File: config.mk
export PLATFORM = sky130hd
export DESIGN_NAME = shared_cmp_timer
export DESIGN_NICKNAME = d
export VERILOG_FILES = /design/src/rtl/sct_pkg.sv /design/src/rtl/sct_counter.sv /design/src/rtl/sct_decode.sv /design/src/rtl/sct_core.sv /design/src/rtl/shared_cmp_timer.sv
export SDC_FILE = /design/constraint.sdc
export NUM_CORES = 1
export LEC_CHECK = 0
export ABC_AREA = 1
export ABC_CLOCK_PERIOD_IN_PS = 5600
export BUFFER_PORTS_ARGS = -buffer_cell sky130_fd_sc_hd__buf_2
export CAP_MARGIN = 0
export CORE_ASPECT_RATIO = 2
export CORE_MARGIN = 4
export CORE_UTILIZATION = 50
export DETAILED_ROUTE_END_ITERATION = 16
export HOLD_SLACK_MARGIN = 0.12
export PLACE_DENSITY_LB_ADDON = 0.1
export SYNTH_ARGS = -nofsm -noshare
export SYNTH_HDL_FRONTEND = slang
export SYNTH_SLANG_ARGS = --single-unit
File: constraint.sdc
create_clock -name clk -period 5.6 [get_ports clk]
set_input_delay 1.12 -clock clk [delete_from_list [all_inputs] [get_ports clk]]
set_output_delay 1.12 -clock clk [all_outputs]
set_load 0.01 [all_outputs]
File: src/rtl/sct_pkg.sv
package sct_pkg;

    typedef enum logic [1:0] {
        WIN_SH   = 2'd0,
        WIN_LOC  = 2'd1,
        WIN_OTH  = 2'd2,
        WIN_NONE = 2'd3
    } win_e;

    typedef enum logic [1:0] {
        SH_CFG    = 2'd0,
        SH_CTRL   = 2'd1,
        SH_CNT_LO = 2'd2,
        SH_CNT_HI = 2'd3
    } sh_off_e;

    typedef enum logic [2:0] {
        CO_CMP_LO = 3'd0,
        CO_CMP_HI = 3'd1,
        CO_PEND   = 3'd2,
        CO_MASK   = 3'd3,
        CO_MSET   = 3'd4,
        CO_MCLR   = 3'd5,
        CO_CTL    = 3'd6,
        CO_OSEL   = 3'd7
    } core_off_e;

    // Local interrupt number of the timer inside pend/mask/set/clear words
    localparam int TMR_BIT = 0;
    // Run bit inside the shared control word
    localparam int RUN_BIT = 0;

    function automatic logic [31:0] cfg_word(input int cnt_w, input int ncores);
        logic [31:0] w;
        w       = '0;
        w[3:0]  = 4'((cnt_w - 32) / 4);
        w[11:8] = 4'(ncores - 1);
        return w;
    endfunction

endpackage

File: src/rtl/sct_counter.sv
module sct_counter
    import sct_pkg::*;
#(
    parameter int CNT_W = 48
) (
    input  logic             clk,
    input  logic             rst,
    input  logic             sh_we,
    input  sh_off_e          sh_off,
    input  logic [31:0]      wdata,
    output logic             run,
    output logic [CNT_W-1:0] cnt
);
    localparam int HI_W = CNT_W - 32;

    logic load_lo, load_hi;
    assign load_lo = sh_we && (sh_off == SH_CNT_LO);
    assign load_hi = sh_we && (sh_off == SH_CNT_HI);

    always_ff @(posedge clk) begin
        if (rst) begin
            run <= 1'b0;
            cnt <= '0;
        end else begin
            if (sh_we && (sh_off == SH_CTRL))
                run <= wdata[RUN_BIT];
            if (run)
                cnt <= cnt + CNT_W'(1);
            else if (load_lo)
                cnt[31:0] <= wdata;
            else if (load_hi)
                cnt[CNT_W-1:32] <= wdata[HI_W-1:0];
        end
    end

    // running counter steps by exactly one, loads or not
    a_r2_step: assert property (@(posedge clk) disable iff (rst)
        run |=> (cnt == CNT_W'($past(cnt) + CNT_W'(1))));

    // stopped counter without load holds
    a_r2_hold: assert property (@(posedge clk) disable iff (rst)
        (!run && !load_lo && !load_hi) |=> $stable(cnt));

    // low-half load while stopped lands
    a_r3_load_lo: assert property (@(posedge clk) disable iff (rst)
        (!run && load_lo) |=> (cnt[31:0] == $past(wdata)));

endmodule

File: src/rtl/sct_decode.sv
module sct_decode
    import sct_pkg::*;
#(
    parameter int NUM_CORES = 4,
    parameter int CORE_W    = 2
) (
    input  logic                             clk,
    input  logic                             rst,
    input  logic                             reg_we,
    input  logic [5:0]                       reg_addr,
    input  logic [CORE_W-1:0]                reg_core,
    input  logic [NUM_CORES-1:0][CORE_W-1:0] osel_all,
    output logic                             sh_acc,
    output logic                             sh_we,
    output sh_off_e                          sh_off,
    output logic                             core_acc,
    output core_off_e                        core_off,
    output logic [CORE_W-1:0]                tgt,
    output logic [NUM_CORES-1:0]             hit_we
);
    win_e win;
    logic in_range;

    assign win      = win_e'(reg_addr[5:4]);
    assign sh_off   = sh_off_e'(reg_addr[1:0]);
    assign core_off = core_off_e'(reg_addr[2:0]);
    assign sh_acc   = (win == WIN_SH) && (reg_addr[3:2] == 2'b00);
    assign sh_we    = reg_we && sh_acc;

    always_comb begin
        if (win == WIN_OTH)
            tgt = osel_all[reg_core];
        else
            tgt = reg_core;
    end

    assign in_range = int'(tgt) < NUM_CORES;
    assign core_acc = ((win == WIN_LOC) || (win == WIN_OTH)) && !reg_addr[3] && in_range;

    for (genvar i = 0; i < NUM_CORES; i++) begin : g_hit
        assign hit_we[i] = reg_we && core_acc && (tgt == CORE_W'(i));
    end

    // a write reaches at most one core
    a_r11_one_target: assert property (@(posedge clk) disable iff (rst)
        $onehot0(hit_we));

    // shared and per-core accesses never overlap
    a_r10_no_overlap: assert property (@(posedge clk) disable iff (rst)
        !(sh_acc && core_acc));

endmodule

File: src/rtl/sct_core.sv
module sct_core
    import sct_pkg::*;
#(
    parameter int CNT_W  = 48,
    parameter int CORE_W = 2
) (
    input  logic              clk,
    input  logic              rst,
    input  logic [CNT_W-1:0]  cnt,
    input  logic              hit_we,
    input  core_off_e         off,
    input  logic [31:0]       wdata,
    output logic [31:0]       rd_word,
    output logic [CORE_W-1:0] osel,
    output logic              irq
);
    localparam int HI_W = CNT_W - 32;

    typedef struct packed {
        logic [CNT_W-1:0]  cmp;
        logic              pend;
        logic              mask;
        logic              rtbl;
        logic [CORE_W-1:0] osel;
    } core_st_t;

    core_st_t st;
    logic match, cmp_wr, mset, mclr;

    assign match  = (cnt == st.cmp);
    assign cmp_wr = hit_we && ((off == CO_CMP_LO) || (off == CO_CMP_HI));
    assign mset   = hit_we && (off == CO_MSET) && wdata[TMR_BIT];
    assign mclr   = hit_we && (off == CO_MCLR) && wdata[TMR_BIT];

    always_ff @(posedge clk) begin
        if (rst) begin
            st.cmp  <= '1;
            st.pend <= 1'b0;
            st.mask <= 1'b0;
            st.rtbl <= 1'b1;
            st.osel <= '0;
        end else begin
            if (cmp_wr)
                st.pend <= 1'b0;
            else if (match)
                st.pend <= 1'b1;
            if (mset)
                st.mask <= 1'b1;
            else if (mclr)
                st.mask <= 1'b0;
            if (hit_we) begin
                case (off)
                    CO_CMP_LO: st.cmp[31:0]       <= wdata;
                    CO_CMP_HI: st.cmp[CNT_W-1:32] <= wdata[HI_W-1:0];
                    CO_CTL:    st.rtbl            <= wdata[TMR_BIT];
                    CO_OSEL:   st.osel            <= wdata[CORE_W-1:0];
                    default: ;
                endcase
            end
        end
    end

    always_comb begin
        rd_word = '0;
        case (off)
            CO_CMP_LO: rd_word = st.cmp[31:0];
            CO_CMP_HI: rd_word = 32'(st.cmp[CNT_W-1:32]);
            CO_PEND:   rd_word[TMR_BIT] = st.pend;
            CO_MASK:   rd_word[TMR_BIT] = st.mask;
            CO_CTL:    rd_word[TMR_BIT] = st.rtbl;
            CO_OSEL:   rd_word = 32'(st.osel);
            default:   rd_word = '0;
        endcase
    end

    assign osel = st.osel;
    assign irq  = st.pend && st.mask && st.rtbl;

    // a compare write leaves pending clear, even against a match
    a_r7_write_clears: assert property (@(posedge clk) disable iff (rst)
        cmp_wr |=> !st.pend);

    // a match without a compare write sets pending
    a_r6_match_sets: assert property (@(posedge clk) disable iff (rst)
        (match && !cmp_wr) |=> st.pend);

    // pending is sticky until a compare write
    a_r6_sticky: assert property (@(posedge clk) disable iff (rst)
        (st.pend && !cmp_wr) |=> st.pend);

    // set and clear strobes act on the mask
    a_r8_set: assert property (@(posedge clk) disable iff (rst)
        mset |=> st.mask);
    a_r8_clr: assert property (@(posedge clk) disable iff (rst)
        (mclr && !mset) |=> !st.mask);

endmodule

File: src/rtl/shared_cmp_timer.sv
module shared_cmp_timer
    import sct_pkg::*;
#(
    parameter  int NUM_CORES = 4,
    parameter  int CNT_W     = 48,
    localparam int CORE_W    = (NUM_CORES > 1) ? $clog2(NUM_CORES) : 1
) (
    input  logic                 clk,
    input  logic                 rst,
    input  logic                 reg_we,
    input  logic [5:0]           reg_addr,
    input  logic [CORE_W-1:0]    reg_core,
    input  logic [31:0]          reg_wdata,
    output logic [31:0]          reg_rdata,
    output logic [NUM_CORES-1:0] timer_irq
);
    localparam logic [31:0] CFG = cfg_word(CNT_W, NUM_CORES);

    logic                             run;
    logic [CNT_W-1:0]                 cnt;
    logic                             sh_acc, sh_we, core_acc;
    sh_off_e                          sh_off;
    core_off_e                        core_off;
    logic [CORE_W-1:0]                tgt;
    logic [NUM_CORES-1:0]             hit_we;
    logic [NUM_CORES-1:0][CORE_W-1:0] osel_all;
    logic [NUM_CORES-1:0][31:0]       core_rd;

    sct_counter #(.CNT_W(CNT_W)) u_cnt (
        .clk    (clk),
        .rst    (rst),
        .sh_we  (sh_we),
        .sh_off (sh_off),
        .wdata  (reg_wdata),
        .run    (run),
        .cnt    (cnt)
    );

    sct_decode #(.NUM_CORES(NUM_CORES), .CORE_W(CORE_W)) u_dec (
        .clk      (clk),
        .rst      (rst),
        .reg_we   (reg_we),
        .reg_addr (reg_addr),
        .reg_core (reg_core),
        .osel_all (osel_all),
        .sh_acc   (sh_acc),
        .sh_we    (sh_we),
        .sh_off   (sh_off),
        .core_acc (core_acc),
        .core_off (core_off),
        .tgt      (tgt),
        .hit_we   (hit_we)
    );

    for (genvar c = 0; c < NUM_CORES; c++) begin : g_core
        sct_core #(.CNT_W(CNT_W), .CORE_W(CORE_W)) u_core (
            .clk     (clk),
            .rst     (rst),
            .cnt     (cnt),
            .hit_we  (hit_we[c]),
            .off     (core_off),
            .wdata   (reg_wdata),
            .rd_word (core_rd[c]),
            .osel    (osel_all[c]),
            .irq     (timer_irq[c])
        );
    end

    always_comb begin
        reg_rdata = '0;
        if (core_acc) begin
            reg_rdata = core_rd[tgt];
        end else if (sh_acc) begin
            case (sh_off)
                SH_CFG:    reg_rdata = CFG;
                SH_CTRL:   reg_rdata[RUN_BIT] = run;
                SH_CNT_LO: reg_rdata = cnt[31:0];
                SH_CNT_HI: reg_rdata = 32'(cnt[CNT_W-1:32]);
                default:   reg_rdata = '0;
            endcase
        end
    end

    // the configuration word never changes
    a_r4_cfg_const: assert property (@(posedge clk) disable iff (rst)
        (sh_acc && sh_off == SH_CFG) |-> (reg_rdata[3:0] == 4'((CNT_W - 32) / 4)));

endmodule

-- Yosys cells after proc, flatten, opt, wreduce, memory -nomap -nowiden
Cells that the tools add are included.
- input port bits: 43
- register bits: 261
- logic and storage cells: 153
- reduce and logical (&&, ||, !) cells: 74
- add/sub/neg operators: 1
- muxes and demuxes: 29
- $lt $le $gt $ge: 2
- equal/unequal tests: 20
- operator list (cell ; number):
    $pmux W31 S3 ; 5
    $eq A48 B48 Y1 ; 4
    $mux W32 ; 4
    $bmux W32 S2 ; 1
    $add A48 B1 Y48 const B ; 1
    $mux W48 ; 1
    $logic_and A1 B1 Y1 ; 39
    $reduce_and A2 Y1 ; 17
    $mux W16 ; 2
    $pmux W1 S6 ; 4
    $eq A3 B3 Y1 const B ; 4
    $reduce_bool A2 Y1 ; 6
    $eq A2 B2 Y1 const B ; 5
    $logic_not A2 Y1 ; 4
    $mux W1 ; 8
    $reduce_or A2 Y1 ; 4
    $eq A2 B1 Y1 const B ; 3
    $eq A3 B2 Y1 const B ; 2
    $lt A2 B3 Y1 const B ; 2
    $bmux W2 S2 ; 1
    $mux W2 ; 2
    $pmux W1 S4 ; 1
    $eq A3 B1 Y1 const B ; 1
    $logic_not A3 Y1 ; 1
    other kinds (3) ; 4

-- Logic depth before layout (Yosys ltp)
Gate-level depths: netlist of the first run.
- depth after elaboration: 9
- mapped depth: 13

-- Cells and area by module
From an unflattened synthesis of the first run, not the netlist that was laid out.
- cells, all modules: 2861
- area, all modules: 17677.0 um^2
- by module, submodules not included (module ; sequential area each (um^2) ; cells an instance ; instances ; area an instance (um^2)):
    sct_core ; 1061.0 ; 423 ; 4 ; 2901.5
    sct_counter ; 980.9 ; 670 ; 1 ; 3881.2
    shared_cmp_timer ; 0.0 ; 446 ; 1 ; 1904.3
    sct_decode ; 0.0 ; 53 ; 1 ; 285.3

-- Worst setup path after synthesis of the first run
No wires, ideal clock.
- kind: input to output
- from: input reg_addr[4]
- to: output reg_rdata[24]
- data required time: 4.480 ns
- path slack: 2.001 ns
- stages: 8
- data arrival time: 2.479 ns
- buffers on the path: 2
- cells stage by stage: inv_1 > ha_1 > nand4_2 > nand2_4 > buf_2 > buf_2 > a21oi_1 > o21ai_0
- word-level cells in the longest chain between the ends: 5
- elaborated cells on any way between the ends: 11
- classes of those cells: eq/ne: 2; mux: 5; reduce/logical: 4
- ends and longest elaborated chain (element ; RTL line ; RTL):
    start, declared ; shared_cmp_timer.sv:11 ; input logic [5:0] reg_addr,
    $eq A2 B2 Y1 ; sct_decode.sv:31, sct_decode.sv:38 ;
    $mux W2 ; sct_decode.sv:31 ; if (win == WIN_OTH)
    $bmux W32 S2 ; shared_cmp_timer.sv:72 ; reg_rdata = core_rd[tgt];
    $mux W32 (not written as such) ; shared_cmp_timer.sv:72 ;
    $mux W32 (*) ; shared_cmp_timer.sv:71 ; if (core_acc) begin
    end, declared ; shared_cmp_timer.sv:14 ; output logic [31:0] reg_rdata,
Every way passes the cells marked *; elsewhere a longest branch is shown, timed or not. The select of a mux whose other input is x is not followed.

-- Worst setup path in the final report of the first run
- from: input reg_addr[2]
- to: output reg_rdata[3]
- word-level cells in the longest chain between the ends: 5
- elaborated cells on any way between the ends: 13
- classes of those cells: eq/ne: 2; mux: 8; reduce/logical: 3
- ends and longest elaborated chain (element ; RTL line ; RTL):
    $eq A3 B3 Y1, or another cell as far along ; sct_core.sv:65 ; case (off)
    $pmux W31 S3 ; sct_core.sv:65 ;
    $bmux W32 S2 ; shared_cmp_timer.sv:72 ;
    $mux W32 (not written as such) ; shared_cmp_timer.sv:72 ;
    $mux W32 (*) ; shared_cmp_timer.sv:71 ;
Marks and branches as above.

==> metrics.csv, run 1 <==
stage;metric;value;unit
place;gp_congestion;1.02;
cts;root_buffer;clkbuf_16;
sta;slew_headroom;0.225;
cts;insertion_delay;0.58;ns
cts;clock_path_buffers;3;
grt;grt.overflow.total;0;
critical_path;critical_path.top_delay_family;buffers and inverters;
place;portBuffers;78;
critical_path;crit_type;input pin to output port;
cts;cts_setup_buffers;0;
synthesis;ys_warn_count;0;
layout;nNetsFinal;2809;
synthesis;synth.distinct_cells;41;
layout;seq_area;0.00523;mm²
drt;first_pass_iters;7;
synthesis;synth_most_common_cell;nand2_1;
synthesis;syn_nets;2854;
sta;finalCritPeriodShare;0.805;
critical_path;startpoint_type;input pin;
cts;cts_sinks;261;
drt;vias;18900;
synthesis;ys.flop_type;dfxtp_1;
sta;slew_viol_final;0;
layout;diodes;0;
layout;postLayoutCellArea;0.0183;mm²
critical_path;cp_num_cells;12;
critical_path;critical_path.cell_chain;buf_2 > inv_2 > nand2_1 > nor2_2 > inv_1 > nor2_1 > nand2_1 > inv_1 > buf_4 > a22oi_1 > nand2_1 > buf_2;
cts;hold_buffers;0;
critical_path;slowest_stage;buf_4;
critical_path;crit_fanout;21;
synthesis;yosys-top-cells-area;dfxtp_1, nand2_1, nand3_1, xnor2_1, inv_1;
floorplan;core.rowCount;95;
grt;antenna_found_initial;0;
layout;fillers;3547;
synthesis;async_flop_share;0;
drt;drc;0;
worst_hold_path;hold_path_depth;2;
sta;layout_min_cycle_time;4.51;ns
floorplan;die-area;0.0373;mm²
sta;hold_viol_final;0;
layout;multi_input_area;0.00998;mm²
power_and_ir_drop;power_density;238;mW/mm²
synthesis;syn_inst;2808;
critical_path;reg2reg_depth;11;
cts;ctsResizeCount;0;
grt;grt_pass1_vias;17900;
critical_path;arrival;3.39;ns
power_and_ir_drop;p_total;4.35;mW
drt;via_per_inst;5.86;
grt;grt_max_degree;109;
layout;syn2layout_area_growth;7.31;%
synthesis;synth_top_area_cell;dfxtp_1;
cts;cts_buffers;27;
critical_path;slowest_delay;0.40;ns
sta;rsz0062_at_grt;false;
synthesis;synth-edff-count;0;
drt;drt-total-wl;77700;µm
floorplan;core;0.0336;mm²
critical_path;required;4.48;ns
floorplan;die_w;139;µm
synthesis;ys_ff_latch;261;
power_and_ir_drop;p_leak;9.10;nW
sta;clock.fmax;0.222;GHz
sta;setup_tns;0;ns
place;post-dp-hpwl;56100;µm
layout;drive_gt1_frac;0.0751;
cts;cts.htree.levels;1;
synthesis;yosys-top-cells-count;nand2_1, nand3_1, dfxtp_1;
grt;grt_pass1_wl;113000;µm
drt;wire_per_inst;24.1;µm
worst_hold_path;hold_class;flop to flop;
critical_path;path_buf_inv;6;
floorplan;io_pins;79;
flow_run;cap_violations;0;
drt;drt_iter0_markers;1860;
grt;track_usage;0.399;
critical_path;worstSetupEndpointType;output port;
synthesis;seq_area_frac_synth;0.306;
synthesis;synth_area;0.0171;mm²
floorplan;die_h;269;µm
place;place_area;0.0173;mm²
critical_path;path_common_cell;nand2_1;
floorplan;floorplan.initialDensity;0.507;
outcome;status;complete, no violations;
sta;fin_skew;0.0322;ns
synthesis;synth.top_cell.area_share;0.306;
drt;ant_nets;0;
power_and_ir_drop;peakVddDrop;0.298;mV
cts;cts_tree;built;
cts;clk_pin_slew_worst_paths;0.07;ns
sta;tightest_slew;1.16;ns
synthesis;syn_avg_cell_area;6.08;µm²
sta;finalSetupViolCount;0;
-- registers in the layout, indices dropped and copies added (netlist names) --
| name | count |
|---|---|
| u_cnt.run | 1 |
| g_core.u_core.osel | 8 |
| u_cnt.cnt | 48 |
| g_core.u_core.st | 204 |
-- worst register-to-register path, cell delays in order (launching register included) --
cell,delay [ns]
dfxtp_1,0.38
inv_1,0.07
nand2_1,0.08
nand3_1,0.07
nand2_1,0.08
nand2_2,0.64
nor2_8,0.41
nand2_8,0.14
nor2_8,0.40
inv_2,0.35
nand2_1,0.15
nand3_1,0.07
-- layer usage --
layer	part of all wire	up-vias	wire length (µm)	global-route usage
li1	-	8784	-	-
met1	0.33	8614	25800	0.418
met2	0.48	1090	37200	0.688
met3	0.077	364	5970	0.0514
met4	0.11	0	8760	0.360
met5	0	-	0	0
-- report_power, final --
group	switching [mW]	leakage [nW]	internal, mW	total (mW)
combinational	0.273	6.49	0.0941	0.367
sequential	0.0159	2.11	1.87	1.88
clock	0.846	0.495	1.26	2.10
-- cells by family after synthesis --
| family | Yosys count | synth area share |
|---|---|---|
| simple gates | 1766 | 0.434 |
| xor+xnor | 115 | 0.0590 |
| buf+inv | 430 | 0.110 |
| flops | 261 | 0.306 |
| compound gates | 233 | 0.0889 |
| fa+ha+maj | 3 | 0.00220 |
-- layout by cell type (no fill, tap or decap), types with 2 or more instances in the layout --
cell and n:
clkbuf_16 27, and3_1 4, bufinv_16 7, nand2_2 4, a21oi_1 55, xnor2_1 109
o22ai_1 22, buf_2 78, nor2_8 6, inv_1 237, buf_12 3, o211ai_2 14
o21ai_1 4, inv_2 15, nand3b_1 2, o21ai_0 50, nand2_4 6, nand2_1 1157
clkbuf_1 2, nor2_4 3, nor3_1 4, nor2_1 188, a31oi_1 6, xor2_1 6
clkinv_2 6, clkinv_1 2, o221ai_1 3, a22oi_1 13, o211ai_1 65, dfxtp_1 260
nand3_1 344, nor2_2 6, nand4_1 36, clkbuf_8 4, ha_1 3, inv_6 3
buf_4 19
-- layout make-up --
class                           count  share of cell area
Timing Repair Buffer              100              0.0324
Tap cell                          436              0.0298
Clock buffer                       33              0.0403
Clock inverter                     16              0.0145
Inverter                          256              0.0530
Multi-Input combinational cell   2117               0.545
Sequential cell                   261               0.285
-- worst paths after layout --
kind / slack [ns] / endpoint / startpoint
worst max-delay path: 1.09 / reg_rdata[3] / reg_addr[2]
worst min-delay path: 0.49 / g_core[3].u_core.st[30]$_SDFFE_PP1P_ / g_core[3].u_core.st[30]$_SDFFE_PP1P_
worst min register to register: 0.49 / g_core[3].u_core.st[30]$_SDFFE_PP1P_ / g_core[3].u_core.st[30]$_SDFFE_PP1P_
worst max register to register: 2.59 / g_core[3].u_core.st[49]$_SDFFE_PP1P_ / g_core[0].u_core.osel[1]$_SDFFE_PP0P_
-- stage by stage --
step                hold WS, ns   util  setup WS [ns]  instances
detailed placement        0.481  0.515           1.16       3170
global placement          0.466  0.515           1.18       3170
CTS                       0.492  0.544           1.14       3219
global route              0.518  0.544          0.954       3219
finish                    0.493  0.544           1.09       3219
floorplan                 0.438      -           2.00       2808
(Power assumes the default switching activity.)
==> run 2: changes to the inputs <==
Settings changed: ABC_CLOCK_PERIOD_IN_PS 5600 to 3730.
Clock period 5.6 ns to 3.73 ns, I/O delays scaled along.
==> metrics.csv, run 2 (synthesized netlist as in run 1, its figures left out) <==
stage;metric;value;unit;change
critical_path;crit_type;input pin to output port;;
layout;top_register;g_core.u_core.st;;
floorplan;die_h;269;µm;unchanged
drt;ant_nets;0;;unchanged
critical_path;regToRegSetupSlack;1.03;ns;-1.56 ns
flow_run;cap_violations;0;;unchanged
drt;vias;18800;;-0.14%
cts;cts_tree;built;;
cts;cts_setup_buffers;0;;unchanged
grt;grt_max_degree;73;;-33%
critical_path;critical_path.top_delay_family;buffers and inverters;;
drt;via_per_inst;5.80;;-0.91%
cts;cts_buffers;27;;unchanged
worst_hold_path;hold_class;input pin to flop;;
cts;insertion_delay;0.58;ns;about the same
power_and_ir_drop;peakVddDrop;0.358;mV;+20%
grt;track_usage;0.396;;-0.00275
layout;final_common_cell;nand2_1;;
cts;clk_pin_slew_worst_paths;0.06;ns;about the same
critical_path;path_buf_inv;6;;unchanged
grt;grt.overflow.total;0;;unchanged
floorplan;floorplan.initialDensity;0.507;;unchanged
critical_path;worstSetupEndpointType;output port;;
drt;drt-total-wl;76900;µm;-1.1%
sta;finalSetupViolCount;0;;unchanged
cts;clock_path_buffers;3;;unchanged
layout;syn2layout_area_growth;8.45;%;
floorplan;core.rowCount;95;;unchanged
layout;drive_gt1_frac;0.0823;;+0.00722
critical_path;slowest_stage;buf_4;;
floorplan;io_pins;79;;unchanged
critical_path;path_common_cell;nand2_1;;
sta;clock.fmax;0.302;GHz;
sta;fin_skew;0.0111;ns;-0.0212 ns
power_and_ir_drop;power_density;341;mW/mm²;+43%
layout;fillers;3456;;-2.6%
critical_path;reg2reg_depth;9;;-2
drt;drt_iter0_markers;1736;;-6.7%
critical_path;cp_num_cells;12;;unchanged
grt;grt_pass1_wl;113000;µm;-0.19%
place;post-dp-hpwl;57900;µm;+3.2%
drt;wire_per_inst;23.7;µm;-1.8%
critical_path;rr_endpoint;u_cnt.cnt[34]$_SDFFE_PP0P_;;
cts;ctsResizeCount;0;;unchanged
sta;finalCritPeriodShare;0.887;;
cts;cts_sinks;261;;unchanged
critical_path;arrival;2.56;ns;-0.83 ns
floorplan;die_w;139;µm;unchanged
grt;antenna_found_initial;2;;+2
layout;reg_top3;g_core.u_core.st x204, u_cnt.cnt x48, g_core.u_core.osel x8;;
place;portBuffers;78;;unchanged
critical_path;required;2.98;ns;-1.50 ns
sta;slew_headroom;0.313;;+0.0874
grt;grt_pass1_vias;18100;;+0.94%
floorplan;core;0.0336;mm²;unchanged
sta;layout_min_cycle_time;3.31;ns;
place;gp_congestion;1.04;;+1.7%
drt;drc;0;;unchanged
sta;rsz0062_at_grt;false;;
critical_path;slowest_delay;0.26;ns;-0.14 ns
sta;tightest_slew;1.03;ns;-0.128 ns
cts;root_buffer;clkbuf_16;;
sta;timing.hold.ws;0.414;ns;-0.0786 ns
layout;seq_area;0.00523;mm²;unchanged
outcome;status;complete, no violations;;
drt;first_pass_iters;6;;-1
critical_path;crit_path_start;reg_addr[2];;
sta;hold_viol_final;0;;unchanged
cts;hold_buffers;0;;unchanged
critical_path;rr_startpoint;u_cnt.cnt[1]$_SDFFE_PP0P_;;
power_and_ir_drop;p_leak;9.21;nW;+1.2%
cts;cts.htree.levels;1;;unchanged
critical_path;crit_fanout;12;;-43%
critical_path;crit_end;reg_rdata[1];;
sta;setup_tns;0;ns;unchanged
layout;multi_input_area;0.00998;mm²;unchanged
floorplan;die-area;0.0373;mm²;unchanged
sta;slew_viol_final;0;;unchanged
critical_path;startpoint_type;input pin;;
layout;most-common-layout-cells;nand2_1, nand3_1, dfxtp_1;;
layout;nNetsFinal;2832;;+0.82%
layout;largest_reg_flops;204;;unchanged
critical_path;critical_path.cell_chain;buf_2 > inv_2 > nand2_1 > nor2_2 > inv_1 > nor2_1 > nand2_1 > inv_1 > buf_4 > a22oi_1 > nand2_1 > buf_2;;
==> run 2: routing by layer <==
metal / up-vias / GRT usage / part of all wire
met2: 1045 / 0.698 / 0.49
met1: 8562 / 0.407 / 0.33
li1: 8844 / - / -
met5: - / 0 / 0
met4: 0 / 0.348 / 0.11
met3: 375 / 0.0491 / 0.068
==> run 2: how the worst min path moves through the flow <==
stage	end	start	cells past startpoint	slack [ns]
2_1_floorplan	g_core[0].u_core.st[4]$_SDFFE_PP0N_	g_core[0].u_core.st[4]$_SDFFE_PP0N_	2	0.44
3_3_place_gp	g_core[3].u_core.st[27]$_SDFFE_PP1P_	g_core[3].u_core.st[27]$_SDFFE_PP1P_	2	0.46
3_5_place_dp	g_core[3].u_core.st[33]$_SDFFE_PP1P_	g_core[3].u_core.st[33]$_SDFFE_PP1P_	2	0.47
4_1_cts	g_core[2].u_core.st[35]$_SDFFE_PP1P_	reg_wdata[30]	3	0.41
5_1_grt	g_core[3].u_core.st[36]$_SDFFE_PP1P_	reg_wdata[31]	3	0.43
6_report	g_core[2].u_core.st[21]$_SDFFE_PP1P_	reg_wdata[16]	3	0.41
==> run 2: area by class of cell <==
cell class                      instances  share of cell area
Timing Repair Buffer                  123              0.0475
Sequential cell                       261               0.282
Inverter                              256              0.0525
Antenna cell                            2            0.000270
Multi-Input combinational cell       2117               0.539
Clock buffer                           35              0.0408
Tap cell                              436              0.0295
Clock inverter                         14             0.00818
==> run 2: stage by stage <==
step | cell area [µm²] | std cells | setup slack (ns) | power, mW | util
final | 18500 | 3244 | 0.420 | 6.31 | 0.550
after global routing | 18500 | 3242 | 0.294 | 6.45 | 0.550
after CTS | 18500 | 3242 | 0.513 | 6.29 | 0.550
after detailed placement | 17600 | 3193 | 0.492 | 3.45 | 0.523
after global placement | 17600 | 3193 | 0.558 | 3.44 | 0.523
after floorplan | 17100 | 2808 | 0.879 | 3.23 | -
==> run 2: power breakdown <==
group          total [mW]  leakage, nW  switching, mW  internal, mW
sequential           2.82         2.11         0.0232          2.80
clock                2.91        0.454           1.27          1.63
combinational       0.575         6.64          0.412         0.163
==> run 2: worst reg2reg max path, delay by kind of cell (launching register included) <==
| kind | cells | cell delay, ns |
|---|---|---|
| fa+ha+maj | 1 | 0.32 |
| flops | 1 | 0.67 |
| buf+inv | 1 | 0.10 |
| simple gates | 6 | 1.36 |
| compound gates | 1 | 0.16 |
